### src/rtl/pf_pkg.sv
// Package: shared encodings for the page-fault cause encoder.
// Assumes a 2-bit access kind; the value 11 is unused and is treated as a read.
package pf_pkg;
    typedef enum logic [1:0] {
        ACC_READ  = 2'b00,
        ACC_WRITE = 2'b01,
        ACC_FETCH = 2'b10
    } acc_kind_e;

    // Cause-word bit positions; the handler decodes these.
    localparam int unsigned CB_PROT  = 0;
    localparam int unsigned CB_WRITE = 1;
    localparam int unsigned CB_USER  = 2;
    localparam int unsigned CB_RSVD  = 3;
    localparam int unsigned CB_FETCH = 4;
    localparam int unsigned CB_USED  = 5;
endpackage

### src/rtl/pf_cause_eval.sv
// Module: pf_cause_eval
// Decides combinationally whether one access faults and builds its cause word.
// Assumes the attribute bits are valid whenever acc_valid is high.
module pf_cause_eval
    import pf_pkg::*;
#(
    parameter int unsigned CODE_W = 32
) (
    input  logic              acc_valid,
    input  logic [1:0]        acc_kind,
    input  logic              acc_user,
    input  logic              pte_present,
    input  logic              pte_writable,
    input  logic              pte_user,
    input  logic              pte_nx,
    input  logic              pte_rsvd_set,
    input  logic              en_large_page,
    input  logic              en_ext_addr,
    input  logic              en_xd,
    output logic              fault_hit,
    output logic [CODE_W-1:0] cause
);
    logic is_write, is_fetch, rsvd_chk, prot_viol, rsvd_viol;

    // Classify the access and evaluate each fault source.
    always_comb begin
        is_write  = (acc_kind == ACC_WRITE);
        is_fetch  = (acc_kind == ACC_FETCH);
        rsvd_chk  = en_large_page | en_ext_addr;
        rsvd_viol = pte_present & pte_rsvd_set & rsvd_chk;
        prot_viol = pte_present & (
                        (acc_user & ~pte_user) |
                        (acc_user & is_write & ~pte_writable) |
                        (is_fetch & pte_nx & en_xd));
        fault_hit = acc_valid & (~pte_present | prot_viol | rsvd_viol);
    end

    // Assemble the cause word; the upper bits stay zero.
    always_comb begin
        cause           = '0;
        cause[CB_PROT]  = pte_present;
        cause[CB_WRITE] = is_write;
        cause[CB_USER]  = acc_user;
        cause[CB_RSVD]  = rsvd_viol;
        cause[CB_FETCH] = is_fetch & en_xd;
    end
endmodule

### src/rtl/pf_fault_capture.sv
// Module: pf_fault_capture
// Registers the cause word and faulting address on each fault and holds them
// until the next one. Flags faults that arrive while delivery is busy.
// Assumes the synchronous active-low reset.
module pf_fault_capture #(
    parameter int unsigned ADDR_W = 32,
    parameter int unsigned CODE_W = 32
) (
    input  logic              clk,
    input  logic              rst_n,
    input  logic              fault_hit,
    input  logic [CODE_W-1:0] cause,
    input  logic [ADDR_W-1:0] addr_in,
    input  logic              busy,
    input  logic              xd_en,
    input  logic              rsvd_en,
    output logic              pulse,
    output logic              nested,
    output logic [CODE_W-1:0] code_q,
    output logic [ADDR_W-1:0] addr_q
);
    // Capture the cause word and address; every fault overwrites them.
    always_ff @(posedge clk) begin
        if (!rst_n) begin
            code_q <= '0;
            addr_q <= '0;
        end else if (fault_hit) begin
            code_q <= cause;
            addr_q <= addr_in;
        end
    end

    // One-cycle fault and nested-fault flags.
    always_ff @(posedge clk) begin
        if (!rst_n) begin
            pulse  <= 1'b0;
            nested <= 1'b0;
        end else begin
            pulse  <= fault_hit;
            nested <= fault_hit & busy;
        end
    end

    AST_HOLD_NO_FAULT: assert property (@(posedge clk) disable iff (!rst_n)
        !pulse |-> ($stable(code_q) && $stable(addr_q)));
    AST_ADDR_CAPTURE: assert property (@(posedge clk) disable iff (!rst_n)
        pulse |-> (addr_q == $past(addr_in)));
    AST_NEST_NEEDS_FAULT: assert property (@(posedge clk) disable iff (!rst_n)
        nested |-> (pulse && $past(busy)));
    AST_FETCH_BIT_GATED: assert property (@(posedge clk) disable iff (!rst_n)
        (pulse && !$past(xd_en)) |-> !code_q[4]);
    AST_RSVD_BIT_GATED: assert property (@(posedge clk) disable iff (!rst_n)
        (pulse && !$past(rsvd_en)) |-> !code_q[3]);
    AST_UPPER_ZERO: assert property (@(posedge clk) disable iff (!rst_n)
        pulse |-> (code_q[CODE_W-1:5] == '0));
endmodule

### src/rtl/pf_err_reporter.sv
// Module: pf_err_reporter
// Top level: evaluates one translated access per strobe, and on a fault
// registers the cause word, the faulting address and a nested-fault flag.
// Assumes strobes are single-cycle and the inputs are synchronous to clk.
module pf_err_reporter #(
    parameter int unsigned ADDR_W = 32,
    parameter int unsigned CODE_W = 32
) (
    input  logic              clk,
    input  logic              rst_n,
    input  logic              acc_valid,
    input  logic [ADDR_W-1:0] acc_addr,
    input  logic [1:0]        acc_kind,
    input  logic              acc_user,
    input  logic              pte_present,
    input  logic              pte_writable,
    input  logic              pte_user,
    input  logic              pte_nx,
    input  logic              pte_rsvd_set,
    input  logic              en_large_page,
    input  logic              en_ext_addr,
    input  logic              en_xd,
    input  logic              deliver_busy,
    output logic              fault_pulse,
    output logic              nested_fault,
    output logic [CODE_W-1:0] err_code,
    output logic [ADDR_W-1:0] fault_addr
);
    logic              hit;
    logic [CODE_W-1:0] cause;

    pf_cause_eval #(.CODE_W(CODE_W)) u_eval (
        .acc_valid     (acc_valid),
        .acc_kind      (acc_kind),
        .acc_user      (acc_user),
        .pte_present   (pte_present),
        .pte_writable  (pte_writable),
        .pte_user      (pte_user),
        .pte_nx        (pte_nx),
        .pte_rsvd_set  (pte_rsvd_set),
        .en_large_page (en_large_page),
        .en_ext_addr   (en_ext_addr),
        .en_xd         (en_xd),
        .fault_hit     (hit),
        .cause         (cause)
    );

    pf_fault_capture #(.ADDR_W(ADDR_W), .CODE_W(CODE_W)) u_cap (
        .clk       (clk),
        .rst_n     (rst_n),
        .fault_hit (hit),
        .cause     (cause),
        .addr_in   (acc_addr),
        .busy      (deliver_busy),
        .xd_en     (en_xd),
        .rsvd_en   (en_large_page | en_ext_addr),
        .pulse     (fault_pulse),
        .nested    (nested_fault),
        .code_q    (err_code),
        .addr_q    (fault_addr)
    );

    AST_PULSE_NEEDS_STROBE: assert property (@(posedge clk) disable iff (!rst_n)
        fault_pulse |-> $past(acc_valid));
    AST_ABSENT_CLEARS_BIT0: assert property (@(posedge clk) disable iff (!rst_n)
        (fault_pulse && !$past(pte_present)) |-> !err_code[0]);
endmodule

### config.mk
export PLATFORM = sky130hd
export DESIGN_NAME = pf_err_reporter
export DESIGN_NICKNAME = d
export VERILOG_FILES = /design/src/rtl/pf_pkg.sv /design/src/rtl/pf_cause_eval.sv /design/src/rtl/pf_fault_capture.sv /design/src/rtl/pf_err_reporter.sv
export SDC_FILE = /design/constraint.sdc
export NUM_CORES = 1
export LEC_CHECK = 0
export BUFFER_PORTS_ARGS = -buffer_cell sky130_fd_sc_hd__clkbuf_2
export CAP_MARGIN = 20
export CORE_ASPECT_RATIO = 0.75
export CORE_MARGIN = 4
export CORE_UTILIZATION = 35
export DETAILED_ROUTE_END_ITERATION = 6
export GPL_TIMING_DRIVEN = 1
export PLACE_DENSITY_LB_ADDON = 0.1
export SLEW_MARGIN = 25
export SYNTH_ARGS = -nofsm -noshare
export SYNTH_HDL_FRONTEND = slang
export SYNTH_SLANG_ARGS = --single-unit
### constraint.sdc
create_clock -name clk -period 1.1 [get_ports clk]
set_clock_uncertainty 0.2 [all_clocks]
set_input_delay 0 -clock clk [delete_from_list [all_inputs] [get_ports clk]]
set_output_delay 0 -clock clk [all_outputs]
set_load 0.005 [all_outputs]
; After elaboration in Yosys (flattened, before gate mapping)
; Index checks and enable logic that the tools add are counted.
[word_totals]
out_inout_bits = 66
ff_bits = 39
wordCells = 25
in_bits = 47
[op_classes]
bitwise_logic = 19
n_eq_ne = 2
[op_table]
columns = cell, n
row1 = 1-bit bitwise AND, 11
row2 = 1-bit OR, 5
row3 = 1-bit inverter, 3
row4 = 2-bit by 1-bit == test with 1-bit output (second input constant), 1
row5 = 2-bit == test (second input constant), 1

; Longest topological paths before layout
[logic_depth]
depth_word = 10
ltp_mapped = 6
depth_no_buf = 4

; Cells and area by module
; A second synthesis with hierarchy kept.
[hier_totals]
cells_unflattened = 254
area_unflattened_um2 = 2837.7
[modules_own_cells]
columns = module, area_per_inst_um2, n_inst, cells_per_inst, seq_area_each_um2
row1 = pf_fault_capture, 2524.9, 1, 211, 1321.3
row2 = pf_cause_eval, 306.5, 1, 42, 0.0
row3 = pf_err_reporter, 6.3, 1, 1, 0.0

; Least setup slack after synthesis
; OpenSTA, ideal clock, no wires.
[synth_timing]
path_kind = input-to-reg
from = in acc_kind[0]
to = reg u_cap.addr_q[0]
stages = 6
arrival_ps = 819
path_slack_ps = -44
required_ps = 775
setup_ps = 125
path_cell_list = nand4b_1 and3_1 buf_6 buf_6 nand4_1 nand4_1
[synth_between]
elab_chain_len = 9
[synth_rtl]
columns = item, line
row1 = start: declaration, pf_err_reporter.sv:13  ; input logic [1:0] acc_kind,
row2 = 2-bit by 1-bit == test with 1-bit output, pf_cause_eval.sv:27  ; is_write = (acc_kind == ACC_WRITE);
row3 = 1-bit bitwise AND (2 in a row), pf_cause_eval.sv:33  ; (acc_user & is_write & ~pte_writable) |
row4 = 1-bit OR, pf_cause_eval.sv:32  ; (acc_user & ~pte_user) |
row5 = 1-bit OR (*), pf_cause_eval.sv:33
row6 = 1-bit bitwise AND (*), pf_cause_eval.sv:31  ; prot_viol = pte_present & (
row7 = 1-bit OR (*) (2 in a row), pf_cause_eval.sv:35  ; fault_hit = acc_valid & (~pte_present | prot_viol | rsvd_viol);
row8 = 1-bit bitwise AND (*), pf_cause_eval.sv:35
row9 = end signal: assignment, pf_fault_capture.sv:29  ; addr_q <= addr_in;
row10 = end: declaration, pf_fault_capture.sv:20  ; output logic [ADDR_W-1:0] addr_q
; Every way passes the cells marked *; elsewhere a longest branch is shown, timed or not.
; A chain may end at the register's enable or synchronous reset.

; Worst setup path in the final report
[layout_timing]
from = in pte_present
to = reg u_cap.code_q[0]
[layout_between]
elab_chain_len = 4
[layout_rtl]
columns = item, line
row1 = start: declaration, pf_err_reporter.sv:15  ; input logic pte_present,
row2 = 1-bit bitwise AND (tied with other cells), pf_cause_eval.sv:31
row3 = 1-bit OR / 1-bit bitwise AND (equally long branches), "pf_cause_eval.sv:35, pf_cause_eval.sv:30"
row4 = 1-bit OR, pf_cause_eval.sv:35
row5 = 1-bit bitwise AND, pf_cause_eval.sv:35
row6 = end signal: assignment, pf_fault_capture.sv:28  ; code_q <= cause;
row7 = end: declaration, pf_fault_capture.sv:19  ; output logic [CODE_W-1:0] code_q,
; Several ways; a longest one is shown, not always the timed one.

==> flow_summary.yaml <==
outcome:
  outcome: "finished clean"
yosys:
  synthTopCellsByCount: "67 x nand2_1, 66 x nand4_1, 39 x dfxtp_1"
  yosysWarnings: 0
  synth_top_area_cell: "dfxtp_1"
  syn-mean-instance-area_sq_um: 7.50
  synthTopCellsByArea: "dfxtp_1 32%, nand4_1 17%, nand2_1 10%, and3_1 8.7%, buf_4 8.6%"
  yosysMostFrequentCell: "nand2_1"
  synth_area_sq_um: 2440
  async_reset_ff_frac: 0
  synth_seq_cells: 39
  synth_ff_type: "dfxtp_1"
  synth_top_area_share: 0.320
  yosysSeqAreaShare: 0.320
  yosys.cell_types.count: 31
  netlist_instances: 325
  synth_edf_count: 0
placed_design:
  place.gp.congestion: 0.761
  io_buffers: 85
  dp_hpwl_um: 5280
  post-place-ws_ps: -279
die:
  dieArea_sq_um: 8380
  start_util: 0.358
  fp.dieW_um: 104
  rows: 26
  core-area_sq_um: 6800
  io_pins: 113
  die_h_um: 80.3
worst_setup_path:
  cp-start-kind: "input pin"
  slowest_delay_ps: 540
  worstPathMaxFanout: 4
  crit_type: "input pin to register"
  worstPathCellList: "clkbuf_2 > buf_6 > dlygate4sd3_1 > o221a_2"
  r2r-start: "u_cap.code_q[4]$_SDFFE_PN0P_"
  required_ps: 1080
  crit_path_end_kind: "register"
  cpMaxStageDelayCell: "dlygate4sd3_1"
  cp.arrival_ps: 1070
  critical_path.startpoint: "pte_present"
route:
  dr_wl_met3_um: 541
  drc: 0
  ant_nets: 0
  dr.pass1.iters: 4
  vias: 2762
  met2_length_um: 3520
  wl_per_cell_um: 14.3
  drt-total-wl_um: 7750
  top_layer_used: "met4"
  drtIter0Drc: 136
  avgViaCountPerCell: 5.08
  wl_met1_um: 3630
grt:
  grt.total_usage: 0.185
  grt_pass1_wl_um: 12800
  grt_pass1_vias: 2680
  antenna_found_initial: 0
  grt_max_degree: 48
  grt_overflow: 0
timing:
  hold_viol: 0
  drv_slew: 0
  post-route-min-period_ps: 1090
  finalCritPeriodShare: 0.989
  max_freq_ghz: 0.920
  rsz0062_at_grt: "yes"
  tns_ps: 0
  setup_ws_ps: 12.5
  holdWs_ps: 3.38
  setup_viol: 0
finish:
  area_delta_synth_final_pct: 44.7
  fill_cells: 685
  drive_gt1_frac: 0.304
  ff_latch_area_sq_um: 781
  nets: 507
  fin_util: 0.519
  antennaDiodeCount: 0
  multi_input_area_sq_um: 1380
job:
  drv_cap: 0
clock_network:
  clockBufferDepth: 2
  htree_levels: 2
  cts-root-buf: "clkbuf_8"
  insertion_delay_ps: 290
  cts_buffers: 5
  clock-sinks: 39
  clk_pin_slew_worst_paths_ps: 80
  tritoncts: "built"
power_and_ir_drop:
  ir_drop_v: 0.000488
  fin_total_pwr_mw: 3.60
  powerDensity_nw_per_um2: 1020
  power.static_leakage_nw: 1.70
worst_hold_path:
  hold_class: "input pin to register"
  min-delay-start: "acc_valid"
-- worst paths after layout --
check	end	slack [ps]	cells after the start
worst max-delay path	u_cap.code_q[0]$_SDFFE_PN0P_	10	4
worst min-delay path	u_cap.code_q[3]$_SDFFE_PN0P_	3	4
worst min register to register	u_cap.code_q[2]$_SDFFE_PN0P_	300	2
worst max register to register	u_cap.code_q[4]$_SDFFE_PN0P_	200	2
-- cell usage in the layout, fill, tap and decap left out, drive strengths merged --
master       instances
nand4               66
dlygate4sd3         39
o211ai               3
a21oi                1
inv                  1
nand4b               1
o221a                1
and3                34
nor4bb               1
nor2b                1
a21boi               1
dfxtp               39
a41oi                1
o21ai                2
conb                27
buf                 38
o311ai               1
and2                 1
nor3                 1
nor2                 2
nand2               67
clkbuf              90
a32oi                1
nand2b               1
or2                  1
a311oi               1
a31oi                1
nand3               36
clkinv               1
-- power breakdown --
group          switching, mW  internal [mW]
Sequential            0.0994           1.54
Clock                  0.515          0.493
Combinational          0.473          0.486
Total                   1.09           2.52
-- critical path, delay by kind of cell --
kind            cells  cell delay [ps]
compound gates      1              280
buf+inv             3              790
-- final cells by class --
cell class | instances | share of cell area
Multi-Input combinational cell | 252 | 0.391
Timing Repair Buffer | 161 | 0.332
Sequential cell | 39 | 0.221
Tap cell | 84 | 0.0298
Clock buffer | 6 | 0.0234
Clock inverter | 1 | 0.00142
Inverter | 1 | 0.00106
-- through the flow --
stage / instance area [sq um] / instances
2_1_floorplan: 2540 / 351
3_3_place_gp: 2990 / 495
3_5_place_dp: 2990 / 495
4_1_cts: 3470 / 541
5_1_grt: 3530 / 544
6_report: 3530 / 544
-- routing by layer --
| metal | GRT usage | vias to the layer above |
|---|---|---|
| li1 | - | 1395 |
| met1 | 0.245 | 1253 |
| met2 | 0.311 | 108 |
| met3 | 0.0353 | 6 |
| met4 | 0.0425 | 0 |
| met5 | 0 | - |
-- cells by family (layout without fill, tap and decap cells) --
| group | after synthesis | in the layout | share of synthesized area |
|---|---|---|---|
| other | 1 | 27 | 0.00154 |
| buffers and inverters | 61 | 169 | 0.174 |
| and+or+nand+nor | 211 | 212 | 0.458 |
| AOI/OAI and AO/OA | 13 | 13 | 0.0467 |
| DFF | 39 | 39 | 0.320 |
-- what timing repair did --
action | in CTS | in global routing
setup buffers | 0 | 2
endpoints found under the hold margin | 37 | 0
hold buffers | 39 | 0
endpoints found under the setup margin | 0 | 34
gates resized for setup | 0 | 10
-- flip-flops by register name, indices dropped and copies added (netlist names) --
name and flops:
u_cap.addr_q 32, u_cap.code_q 5, u_cap.pulse 1, u_cap.nested 1
Power figures use the tool's default switching activity.
